--- src/rtl/mdio_mgmt_pkg.sv ---
package mdio_mgmt_pkg;

  localparam int FRAME_LEN = 64;  // preamble through data
  localparam int PRE_LEN   = 32;
  localparam int TA_IDX    = 46;  // first turnaround bit
  localparam int DATA_IDX  = 48;  // first data bit
  localparam int DATA_W    = 16;

  localparam int CMD_START = 31;
  localparam int CMD_C22   = 28;
  localparam int CMD_RD    = 27;
  localparam int CMD_WR    = 26;
  localparam int IDLE_BIT  = 16;

  typedef struct packed {
    logic load;    // preload frame shifter
    logic shift;   // advance to next output bit (MDC falling)
    logic sample;  // capture one read bit (MDC rising)
    logic finish;  // frame complete
  } engStrobe_t;

endpackage

--- src/rtl/mdio_mdc_gen.sv ---
module mdio_mdc_gen #(
  parameter int MDC_HALF = 4
) (
  input  logic clk,
  input  logic rstN,
  input  logic en,
  output logic mdc,
  output logic riseTick,
  output logic fallTick
);
  localparam int CW = $clog2(MDC_HALF + 1);

  logic terminal;

  generate
    if (MDC_HALF == 1) begin : g_fast
      assign terminal = en;
    end else begin : g_cnt
      logic [CW-1:0] divCnt;
      always_ff @(posedge clk) begin
        if (!rstN || !en) divCnt <= '0;
        else if (divCnt == CW'(MDC_HALF - 1)) divCnt <= '0;
        else divCnt <= divCnt + 1'b1;
      end
      assign terminal = en && (divCnt == CW'(MDC_HALF - 1));
    end
  endgenerate

  always_ff @(posedge clk) begin
    if (!rstN || !en) mdc <= 1'b0;
    else if (terminal) mdc <= ~mdc;
  end

  assign riseTick = terminal && !mdc;
  assign fallTick = terminal && mdc;
endmodule

--- src/rtl/mdio_seq_ctrl.sv ---
module mdio_seq_ctrl
  import mdio_mgmt_pkg::*;
#(
  parameter int MDC_HALF = 4
) (
  input  logic       clk,
  input  logic       rstN,
  input  logic       launch,
  input  logic       isRead,
  output engStrobe_t strb,
  output logic       running,
  output logic       mdc,
  output logic       mdioOe
);
  localparam int BW = $clog2(FRAME_LEN);
  localparam logic [BW-1:0] LAST_BIT  = BW'(FRAME_LEN - 1);
  localparam logic [BW-1:0] TA_BIT    = BW'(TA_IDX);
  localparam logic [BW-1:0] DATA_BIT  = BW'(DATA_IDX);

  logic [BW-1:0] bitCnt;
  logic          riseTick;
  logic          fallTick;

  mdio_mdc_gen #(.MDC_HALF(MDC_HALF)) u_mdcGen (
    .clk      (clk),
    .rstN     (rstN),
    .en       (running),
    .mdc      (mdc),
    .riseTick (riseTick),
    .fallTick (fallTick)
  );

  always_ff @(posedge clk) begin
    if (!rstN) begin
      running <= 1'b0;
      bitCnt  <= '0;
    end else if (!running) begin
      if (launch) begin
        running <= 1'b1;
        bitCnt  <= '0;
      end
    end else if (fallTick) begin
      if (bitCnt == LAST_BIT) running <= 1'b0;
      else bitCnt <= bitCnt + 1'b1;
    end
  end

  always_comb begin
    strb.load   = !running && launch;
    strb.shift  = running && fallTick && (bitCnt != LAST_BIT);
    strb.finish = running && fallTick && (bitCnt == LAST_BIT);
    strb.sample = running && riseTick && isRead && (bitCnt >= DATA_BIT);
  end

  assign mdioOe = running && (!isRead || (bitCnt < TA_BIT));
endmodule

--- src/rtl/mdio_reg_datapath.sv ---
module mdio_reg_datapath
  import mdio_mgmt_pkg::*;
(
  input  logic        clk,
  input  logic        rstN,
  input  logic        regSelData,
  input  logic        regWrEn,
  input  logic [31:0] regWdata,
  output logic [31:0] regRdata,
  input  engStrobe_t  strb,
  input  logic        mdioIn,
  output logic        mdioOut,
  output logic        launch,
  output logic        isRead,
  output logic        cmdBusy,
  output logic [31:0] cmdWord
);
  logic [31:17]          dataHi;
  logic [DATA_W-1:0]     dataLo;
  logic [DATA_W-1:0]     rxShift;
  logic [FRAME_LEN-1:0]  txShift;
  logic [FRAME_LEN-1:0]  frameWord;
  logic                  cmdWrite;
  logic                  goodCmd;
  logic                  wantRead;

  assign cmdBusy  = cmdWord[CMD_START];
  assign isRead   = cmdWord[CMD_RD];
  assign cmdWrite = regWrEn && !regSelData && !cmdBusy;
  assign goodCmd  = regWdata[CMD_START] && regWdata[CMD_C22]
                    && (regWdata[CMD_RD] ^ regWdata[CMD_WR]);
  assign launch   = cmdWrite && goodCmd;
  assign wantRead = regWdata[CMD_RD];

  always_comb begin
    frameWord = {{PRE_LEN{1'b1}}, 2'b01,
                 wantRead ? 2'b10 : 2'b01,
                 regWdata[25:21], regWdata[20:16],
                 wantRead ? 2'b00 : 2'b10,
                 wantRead ? 16'h0000 : regWdata[15:0]};
  end

  always_ff @(posedge clk) begin
    if (!rstN) cmdWord <= '0;
    else if (cmdWrite) cmdWord <= {goodCmd, regWdata[30:0]};
    else if (strb.finish) cmdWord[CMD_START] <= 1'b0;
  end

  always_ff @(posedge clk) begin
    if (!rstN) dataHi <= '0;
    else if (regWrEn && regSelData) dataHi <= regWdata[31:17];
  end

  always_ff @(posedge clk) begin
    if (!rstN) begin
      dataLo  <= '0;
      rxShift <= '0;
    end else begin
      if (strb.sample) rxShift <= {rxShift[DATA_W-2:0], mdioIn};
      if (strb.finish && isRead) dataLo <= rxShift;
    end
  end

  always_ff @(posedge clk) begin
    if (!rstN) txShift <= '0;
    else if (strb.load) txShift <= frameWord;
    else if (strb.shift) txShift <= {txShift[FRAME_LEN-2:0], 1'b0};
    else if (strb.finish) txShift <= '0;
  end

  assign mdioOut  = txShift[FRAME_LEN-1];
  assign regRdata = regSelData ? {dataHi, ~cmdBusy, dataLo} : cmdWord;
endmodule

--- src/rtl/mdio_mgmt_ctrl.sv ---
module mdio_mgmt_ctrl
  import mdio_mgmt_pkg::*;
#(
  parameter int MDC_HALF = 4
) (
  input  logic        clk,
  input  logic        rstN,
  input  logic        regSelData,
  input  logic        regWrEn,
  input  logic [31:0] regWdata,
  output logic [31:0] regRdata,
  output logic        mdc,
  output logic        mdioOut,
  output logic        mdioOe,
  input  logic        mdioIn
);
  engStrobe_t  strb;
  logic        launch;
  logic        isRead;
  logic        cmdBusy;
  logic        running;
  logic [31:0] cmdWord;

  mdio_reg_datapath u_dp (
    .clk        (clk),
    .rstN       (rstN),
    .regSelData (regSelData),
    .regWrEn    (regWrEn),
    .regWdata   (regWdata),
    .regRdata   (regRdata),
    .strb       (strb),
    .mdioIn     (mdioIn),
    .mdioOut    (mdioOut),
    .launch     (launch),
    .isRead     (isRead),
    .cmdBusy    (cmdBusy),
    .cmdWord    (cmdWord)
  );

  mdio_seq_ctrl #(.MDC_HALF(MDC_HALF)) u_ctrl (
    .clk     (clk),
    .rstN    (rstN),
    .launch  (launch),
    .isRead  (isRead),
    .strb    (strb),
    .running (running),
    .mdc     (mdc),
    .mdioOe  (mdioOe)
  );
endmodule

--- config.mk ---
export PLATFORM = sky130hd
export DESIGN_NAME = mdio_mgmt_ctrl
export DESIGN_NICKNAME = d
export VERILOG_FILES = /design/src/rtl/mdio_mgmt_pkg.sv /design/src/rtl/mdio_mdc_gen.sv /design/src/rtl/mdio_seq_ctrl.sv /design/src/rtl/mdio_reg_datapath.sv /design/src/rtl/mdio_mgmt_ctrl.sv
export SDC_FILE = /design/constraint.sdc
export NUM_CORES = 1
export LEC_CHECK = 0
export BUFFER_PORTS_ARGS = -buffer_cell sky130_fd_sc_hd__buf_2
export CAP_MARGIN = 20
export CORE_MARGIN = 3
export CORE_UTILIZATION = 63
export CTS_BUF_LIST = sky130_fd_sc_hd__clkbuf_8 sky130_fd_sc_hd__clkbuf_16
export DETAILED_ROUTE_END_ITERATION = 6
export GPL_TIMING_DRIVEN = 0
export PLACE_DENSITY = 0.92
export SLEW_MARGIN = 20
export SYNTH_ARGS = -nofsm -noshare
export SYNTH_HDL_FRONTEND = slang
export SYNTH_SLANG_ARGS = --single-unit
export TNS_END_PERCENT = 1
--- constraint.sdc ---
create_clock -name clk -period 5.35 [get_ports clk]
set_input_delay 0.8025 -clock clk [delete_from_list [all_inputs] [get_ports clk]]
set_output_delay 0.8025 -clock clk [all_outputs]
set_load 0.01 [all_outputs]
==> summary by stage, run 1 <==
Global routing
The maximum number of pins on one net before global-route repair is 17. In the global route stage, met2 resource usage came out at 0.5433. The overall routing resource usage is 0.3191. The layer with the highest usage is met2. The number of antenna violations at the first check in global routing is 0. The met1 routing resource usage after global routing is 0.3677. The met3 capacity usage during global routing is 0.08308.

The number of global-route vias before repair came to roughly 6000. The first global-routing pass estimated roughly 29 mm of wire. Summed over all layers, the global routing overflow is 0.

Setup path
The largest fanout on the critical path is 10. The classification of the worst setup path is in -> out. The number of buffers and inverters on the critical path is 3. The worst setup path is launched from an input pin.

The cell type group with the largest total delay on the critical path is buffers and inverters. Among all stages on the critical path, the largest delay is contributed by clkbuf_1. The worst setup path is captured at an output pin. On the worst path, the slowest cell contributes a delay of 0.50 ns.

Traced cell by cell, the critical path runs through buf_6, clkbuf_1, mux2_2, buf_2. The data required time at the worst endpoint is between 4 and 5 ns. Data on the critical path arrives at its endpoint at 1.99 ns.

Placement
The wire-length estimate of the detail-placed layout is about 12 mm. The total instance count after detailed placement is between 900 and 1000. The global placer's final weighted congestion is ~0.86. The number of I/O port buffers is 70. The placed instances occupy a cell area of about 0.0070 mm².

Synthesis
The post-synthesis sequential area ratio is 0.4791. The count of flip-flops with a built-in enable after synthesis is 0. The netlist uses 40 different library cells. The number of nets in the synthesized netlist is about 780. The count of synthesis-stage warnings from yosys is 0.

The cell area that synthesis handed to floorplanning was roughly 0.0064 mm². The number of synthesized register bits is approximately 150. In the synthesized netlist the async set-or-reset flop fraction comes to 0. The synthesized netlist cell count is 735. The most used flip-flop cell after synthesis is dfxtp_1. A synthesized cell averages around 8.8 µm².

Clocking
The number of clock buffers inserted by TritonCTS is 17. The root buffer cell is clkbuf_8. The clock slew at the register clock pins of the worst setup and hold paths is about 0.060 ns. The H-tree level count is 4.

The number of buffers inserted by post-CTS setup repair is 0. The maximum clock insertion buffer count is 2. The total clock sinks is around 150. The hold buffer count at cts is 0.

The TritonCTS clock tree is built. The insertion delay of the later-clocked pin in the worst-skew pair is roughly 0.55 ns. In this run, post-CTS repair resized a total of 0 instances.

Timing
The sum of negative setup slack is 0 ns. Dividing the final minimum period by the clock period gives 0.5221. The highest achievable clock rate is 358.0 MHz. Setup repair after global routing left no endpoint under its margin. The worst slew slack as a fraction of its limit is 0.4406. The worst clock skew on the final layout is 0.009424 ns. The number of endpoints failing setup at the final stage is 0. The clock period minus final worst setup slack is between 2 and 3 ns. The max-slew violation count is 0. The count of final hold-check violations is 0.

The slew at the pin with the worst max-slew slack is 0.8335 ns.

Min path
The path class of the tightest hold or removal check is reg -> reg.

Finish
The final standard cell utilization of the core is 0.7714. Compared with the post-synthesis result, the final layout area differs by 18.26%. The summed area of non-filler cells in the final layout is 0.007610 mm². The non-filler instance count after layout is 970. The proportion of layout cells with a drive suffix above 1 is 0.1900.

The top cell types in the final layout, fill and taps aside, are dfxtp_1, nand2_1, buf_2. The repair_antennas step left the layout with diodes totalling 0. The library cell used most frequently in the layout, excluding fill and tap cells, is dfxtp_1.

At the end of the flow, the number of nets in the layout was 864.

Pwr
The maximum vdd drop is ~0.32 mV. The static leakage is ~3.1 nW. The ratio of total power to cell area is around 360 mW/mm².

Detailed routing
The count of vias placed by the detailed router is about 6100. The detailed router's first-iteration violation count is 740. The DRC violation count after routing is 0. The total routed wirelength is 17.65 mm. The remaining number of nets flagged by the antenna check after routing is 0. Using the TritonRoute via totals, the vias-per-cell ratio works out to about 6.2. The average routed wire per standard cell is 18.20 µm.

The first-pass iteration count of the detailed router is 6.

Floorplanning
The die is about 110 µm tall. The x dimension of the die is roughly 110 µm. The effective utilization at floorplan is 0.6523. The full die area is between 0.01 and 0.015 mm².

The number of rows created at floorplan is 36. The number of ports placed on the die boundary is 72. In this run the standard cell core region covers ~0.0099 mm².

Flow run
Max-cap violations in this run came to 0.

Status
The run finished with clean final reports.
path summary, 6_finish.rpt:
kind / startpoint / end / slack (ns) / cells past startpoint
worst max-delay path: regSelData / regRdata[30] / 2.56 / 4
worst max register to register: u_ctrl.u_mdcGen.g_cnt.divCnt[0] / u_dp.dataLo[12] / 3.03 / 10
worst min-delay path: u_ctrl.u_mdcGen.g_cnt.divCnt[0] / u_ctrl.u_mdcGen.g_cnt.divCnt[0] / 0.43 / 1
worst min register to register: u_ctrl.u_mdcGen.g_cnt.divCnt[0] / u_ctrl.u_mdcGen.g_cnt.divCnt[0] / 0.43 / 1
through the flow:
stage	worst slack (ns)	total power, mW	hold WS, ns
4_1_cts	2.582	2.705	0.4348
2_1_floorplan	2.905	1.318	0.4084
3_5_place_dp	2.603	1.383	0.4339
6_report	2.557	2.703	0.4315
3_3_place_gp	2.618	1.374	0.4166
5_1_grt	2.534	2.772	0.4474
cell type report:
cell class | count | area (µm²)
fillers | 618 | 2255
inverters | 21 | 78.83
well taps | 133 | 166.4
plain buffers | 66 | 312.8
clock buffers | 21 | 469.2
clock inverters | 11 | 188.9
flip-flops and latches | 154 | 3083
multi-input cells | 494 | 2960
repair buffers | 70 | 350.3
report_power, final:
group,total (mW),switching (mW),internal [mW]
Sequential,1.19,0.0166,1.17
Clock,1.34,0.482,0.855
Combinational,0.176,0.112,0.0632
logic make-up (layout without fill, tap and decap cells):
logic type / after synthesis / count (layout) / share of synthesized area
simple gates: 254 / 254 / 0.1750
compound gates: 170 / 170 / 0.1696
flops: 154 / 154 / 0.4791
buf+inv: 87 / 189 / 0.06086
mux: 65 / 65 / 0.1069
fa+ha+maj: 3 / 3 / 0.005834
xor+xnor: 2 / 2 / 0.002723
state kept, by name, summed over array words and instances (netlist names):
signal and count:
u_dp.txShift 64, u_ctrl.running 1, u_ctrl.bitCnt 6, u_dp.dataLo 16
u_dp.rxShift 16, u_ctrl.u_mdcGen.g_cnt.divCnt 3, u_dp.dataHi 15, u_ctrl.u_mdcGen.mdc 1
u_dp.cmdWord 32
per-layer routing:
| layer | vias to the layer above | part of all wire | wire (µm) |
|---|---|---|---|
| met5 | - | 0 | 0 |
| met2 | 322 | 0.50 | 8803 |
| met3 | 73 | 0.076 | 1336 |
| met4 | 0 | 0.038 | 674 |
| li1 | 2766 | - | - |
| met1 | 2898 | 0.39 | 6839 |
cells in the mapped netlist (2+ instances only):
master    count  area share
o21ai_1       4      0.0031
a221oi_1     43       0.059
a31oi_1      18       0.017
and3_1        2      0.0019
a21oi_1      54       0.042
nand2b_1      2      0.0019
and2_1        6      0.0058
buf_2        13       0.010
dfxtp_1     154        0.48
nand3_1      27       0.021
mux2_2       30       0.052
xnor2_1       2      0.0027
ha_1          3      0.0058
inv_1        20       0.012
or3_1         2      0.0019
mux2i_1      35       0.054
nand2_1     109       0.064
nor2_1       77       0.045
nor4_1       15       0.015
a211oi_1      2      0.0023
nand4_1       3      0.0029
o31ai_4       2      0.0066
clkbuf_1     45       0.026
o21ai_0      42       0.033
buf_6         6       0.010
nor3_1        5      0.0039
(Power assumes the default switching activity.)
==> run 2, diff against run 1 <==
Settings changed: CORE_UTILIZATION 63 to 58, PLACE_DENSITY 0.92 to 0.86.
Clock period 5.35 ns to 2.8 ns, I/O delays scaled along.
==> run 2 against run 1 <==
Highest routed layer unchanged; routed wire length shrank 9.8%; via count shrank 5.1%; non-clock buffer count is the same; count of clock-buffer cells in the layout shrank 2; combinational power grew 85%; hold slack lost 0.29 ns; critical path depth grew 6.
==> summary by stage, run 2 (synthesis results as in run 1) <==
Pwr
The maximum vdd drop is 0.5511 mV. In this run the static leakage power is 3.018 nW. For this design the ratio of total power to cell area is ~630 mW/mm².

Clocking
The insertion delay of the later-clocked pin in the worst-skew pair is roughly 0.54 ns. The post-cts gate resize count is 0. Hold repair after CTS inserted 0 buffers. The maximum clock insertion buffer count is 2. TritonCTS created 17 clock buffers.

TritonCTS built the clock tree. The H-tree level count is 4. The number of buffers inserted by post-CTS setup repair is 0. After clock tree synthesis, the clock-pin slew on the worst setup and hold paths is around 0.06 ns.

The total clock sinks is ~150. The root buffer cell chosen for the clock tree is clkbuf_8.

Setup path
The slowest stage of the critical path is the or4_4 cell. The worst setup path is of the reg -> reg kind. In this run the worst path has a maximum fanout of 10. The worst reg-to-reg setup slack is 0.43 ns.

The critical path arrival is between 2 and 3 ns. The dominant cell type by count on the critical path is buf_6. The total buffers and inverters traversed by the critical path is 4. The category of the worst setup path launch point is a flip-flop. In this design, the largest share of critical-path delay is due to simple AND/OR/NAND/NOR gates. The largest single stage delay on the critical path is approximately 0.53 ns. The worst setup path is captured at a flip-flop. At the worst endpoint, the required time is between 3 and 4 ns. Traced cell by cell, the critical path runs through ha_1, ha_1, buf_2, nand3_2, buf_6, or4_4, buf_6, buf_6, mux2i_1, nor2_1.

Finish
Leaving out fill and tap cells, the most frequent cells in the layout are dfxtp_1, nand2_1, buf_2. After filler insertion, the fill cell instance count of the layout stands at 807. The number of inserted diodes is 0. Relative to the synthesized area, the layout overhead comes to 16.55%. The register with the most flip-flops in the layout has between 60 and 70 of them. Leaving out fill and tap cells, the most frequent cell in the layout is dfxtp_1. In the final layout, the share of cells above drive strength 1 is 0.1876.

The largest registers in the layout are u_dp.txShift x64, u_dp.cmdWord x32. In the final design database the tool counted ~860 nets. More flip-flops sit in one register than any other, and that register is u_dp.txShift.

Detailed routing
The detailed router's first-iteration violation count is between 400 and 500. The count of vias placed by the detailed router is 5752. Dividing the detail-routed via count by the number of cells gives between 5 and 6. The count of nets left with antenna violations once routing finished came out at 0.

The first-pass iteration count of the detailed router is 5. The total routed wirelength is 15.93 mm. The DRC violation count after routing is 0.

The average routed wire per standard cell is roughly 16 µm.

Timing
The worst clock skew on the final layout is about 0.0094 ns. The count of final hold-check violations came to 0. The max-slew violation count is 0. Setup total negative slack on the finished layout was measured at 0 ns. The worst hold margin is roughly 0.14 ns.

Static timing analysis puts the maximum clock frequency at around 420 MHz. Measured against its own limit, the worst slew margin works out to 0.4579. Setup violations remaining at the end of the flow were counted as 0. The slew at the pin with the worst max-slew slack is around 0.8 ns. The clock period minus final worst setup slack is roughly 2.4 ns. The portion of the clock cycle consumed by the worst path in the final layout is 0.8470.

Setup repair after global routing left no endpoint under its margin.

Global routing
The total overflow left after global routing is 0. The wire length of the first global-routing pass is approximately 27 mm. The number of global-route vias before repair was about 5500. The number of antenna violations at the first check in global routing is 0. Entering global routing, the biggest net connects 17 pins. The overall routing resource usage is 0.2636.

Floorplanning
After floorplanning, the core was divided into 37 placement rows. The x dimension of the die is around 110 µm. The die is 111.3 µm tall. The initial utilization of the core area, before any placement, comes to 0.6096.

The core outline area is 0.01056 mm². The full die area is approximately 0.012 mm². The number of ports placed on the die boundary is 72.

Flow run
The max capacitance violation total is 0.

Status
The flow ran to the end, and the final reports show no timing, DRC or antenna violations.

Placement
The number of I/O port buffers is 70. Routability-driven placement finished with a final weighted congestion of 0.8855. The wire-length estimate of the detail-placed layout is between 10 and 15 mm.

Min path
The min-delay analysis places its worst path in the category in -> reg.
run 2: cell count changes in the layout (fill, tap and decap cells not counted), sizes merged:
cell,change
clkinvlp,+1
clkinv,+3
clkbuf,-2
inv,+2
bufinv,-4
run 2: path summary, 6_finish.rpt:
path | from | endpoint | depth (start not counted)
max | u_ctrl.u_mdcGen.g_cnt.divCnt[0] | u_dp.dataLo[14] | 10
min | regWdata[5] | u_dp.cmdWord[5] | 3
max reg2reg | u_ctrl.u_mdcGen.g_cnt.divCnt[0] | u_dp.dataLo[14] | 10
min reg2reg | u_ctrl.u_mdcGen.g_cnt.divCnt[0] | u_ctrl.u_mdcGen.g_cnt.divCnt[0] | 1
run 2: area by class of cell:
| type | instances | area, µm² | share of cell area |
|---|---|---|---|
| Tap cell | 136 | 170.2 | 0.02269 |
| Sequential cell | 154 | 3083 | 0.4111 |
| Multi-Input combinational cell | 494 | 2960 | 0.3947 |
| Inverter | 21 | 78.83 | 0.01051 |
| Clock buffer | 19 | 441.7 | 0.05889 |
| Clock inverter | 13 | 102.6 | 0.01368 |
| Timing Repair Buffer | 70 | 350.3 | 0.04671 |
| Buffer | 66 | 312.8 | 0.04171 |
run 2: worst register-to-register path, stage by stage (launching register included):
cell and delay, ns:
dfxtp_1 0.34, ha_1 0.15, ha_1 0.13, buf_2 0.18
nand3_2 0.12, buf_6 0.19, or4_4 0.53, buf_6 0.17
buf_6 0.16, mux2i_1 0.20, nor2_1 0.07
run 2: where the power goes:
group | leakage (nW) | internal (mW) | switching [mW] | total [mW]
Combinational | 1.49 | 0.121 | 0.205 | 0.326
Clock | 0.278 | 1.21 | 0.879 | 2.09
Sequential | 1.25 | 2.24 | 0.0295 | 2.27
Total | 3.02 | 3.58 | 1.11 | 4.69
run 2: per-layer routing:
| metal | up-vias | global-route usage | share of wire |
|---|---|---|---|
| li1 | 2767 | - | - |
| met1 | 2729 | 0.3264 | 0.42 |
| met2 | 220 | 0.4419 | 0.49 |
| met3 | 36 | 0.06630 | 0.071 |
| met4 | 0 | 0.1054 | 0.021 |
| met5 | - | 0 | 0 |
run 2: through the flow:
step / power [mW] / instance area [µm²] / utilization / worst slack [ns] / cells
final: 4.693 / 7500 / 0.7105 / 0.4283 / 973
after global routing: 4.842 / 7500 / 0.7105 / 0.2984 / 973
after CTS: 4.707 / 7500 / 0.7105 / 0.4204 / 973
after detailed placement: 2.641 / 6955 / 0.6590 / 0.4240 / 941
after global placement: 2.626 / 6955 / 0.6590 / 0.5259 / 941
after floorplan: 2.519 / 6435 / - / 0.7161 / 735
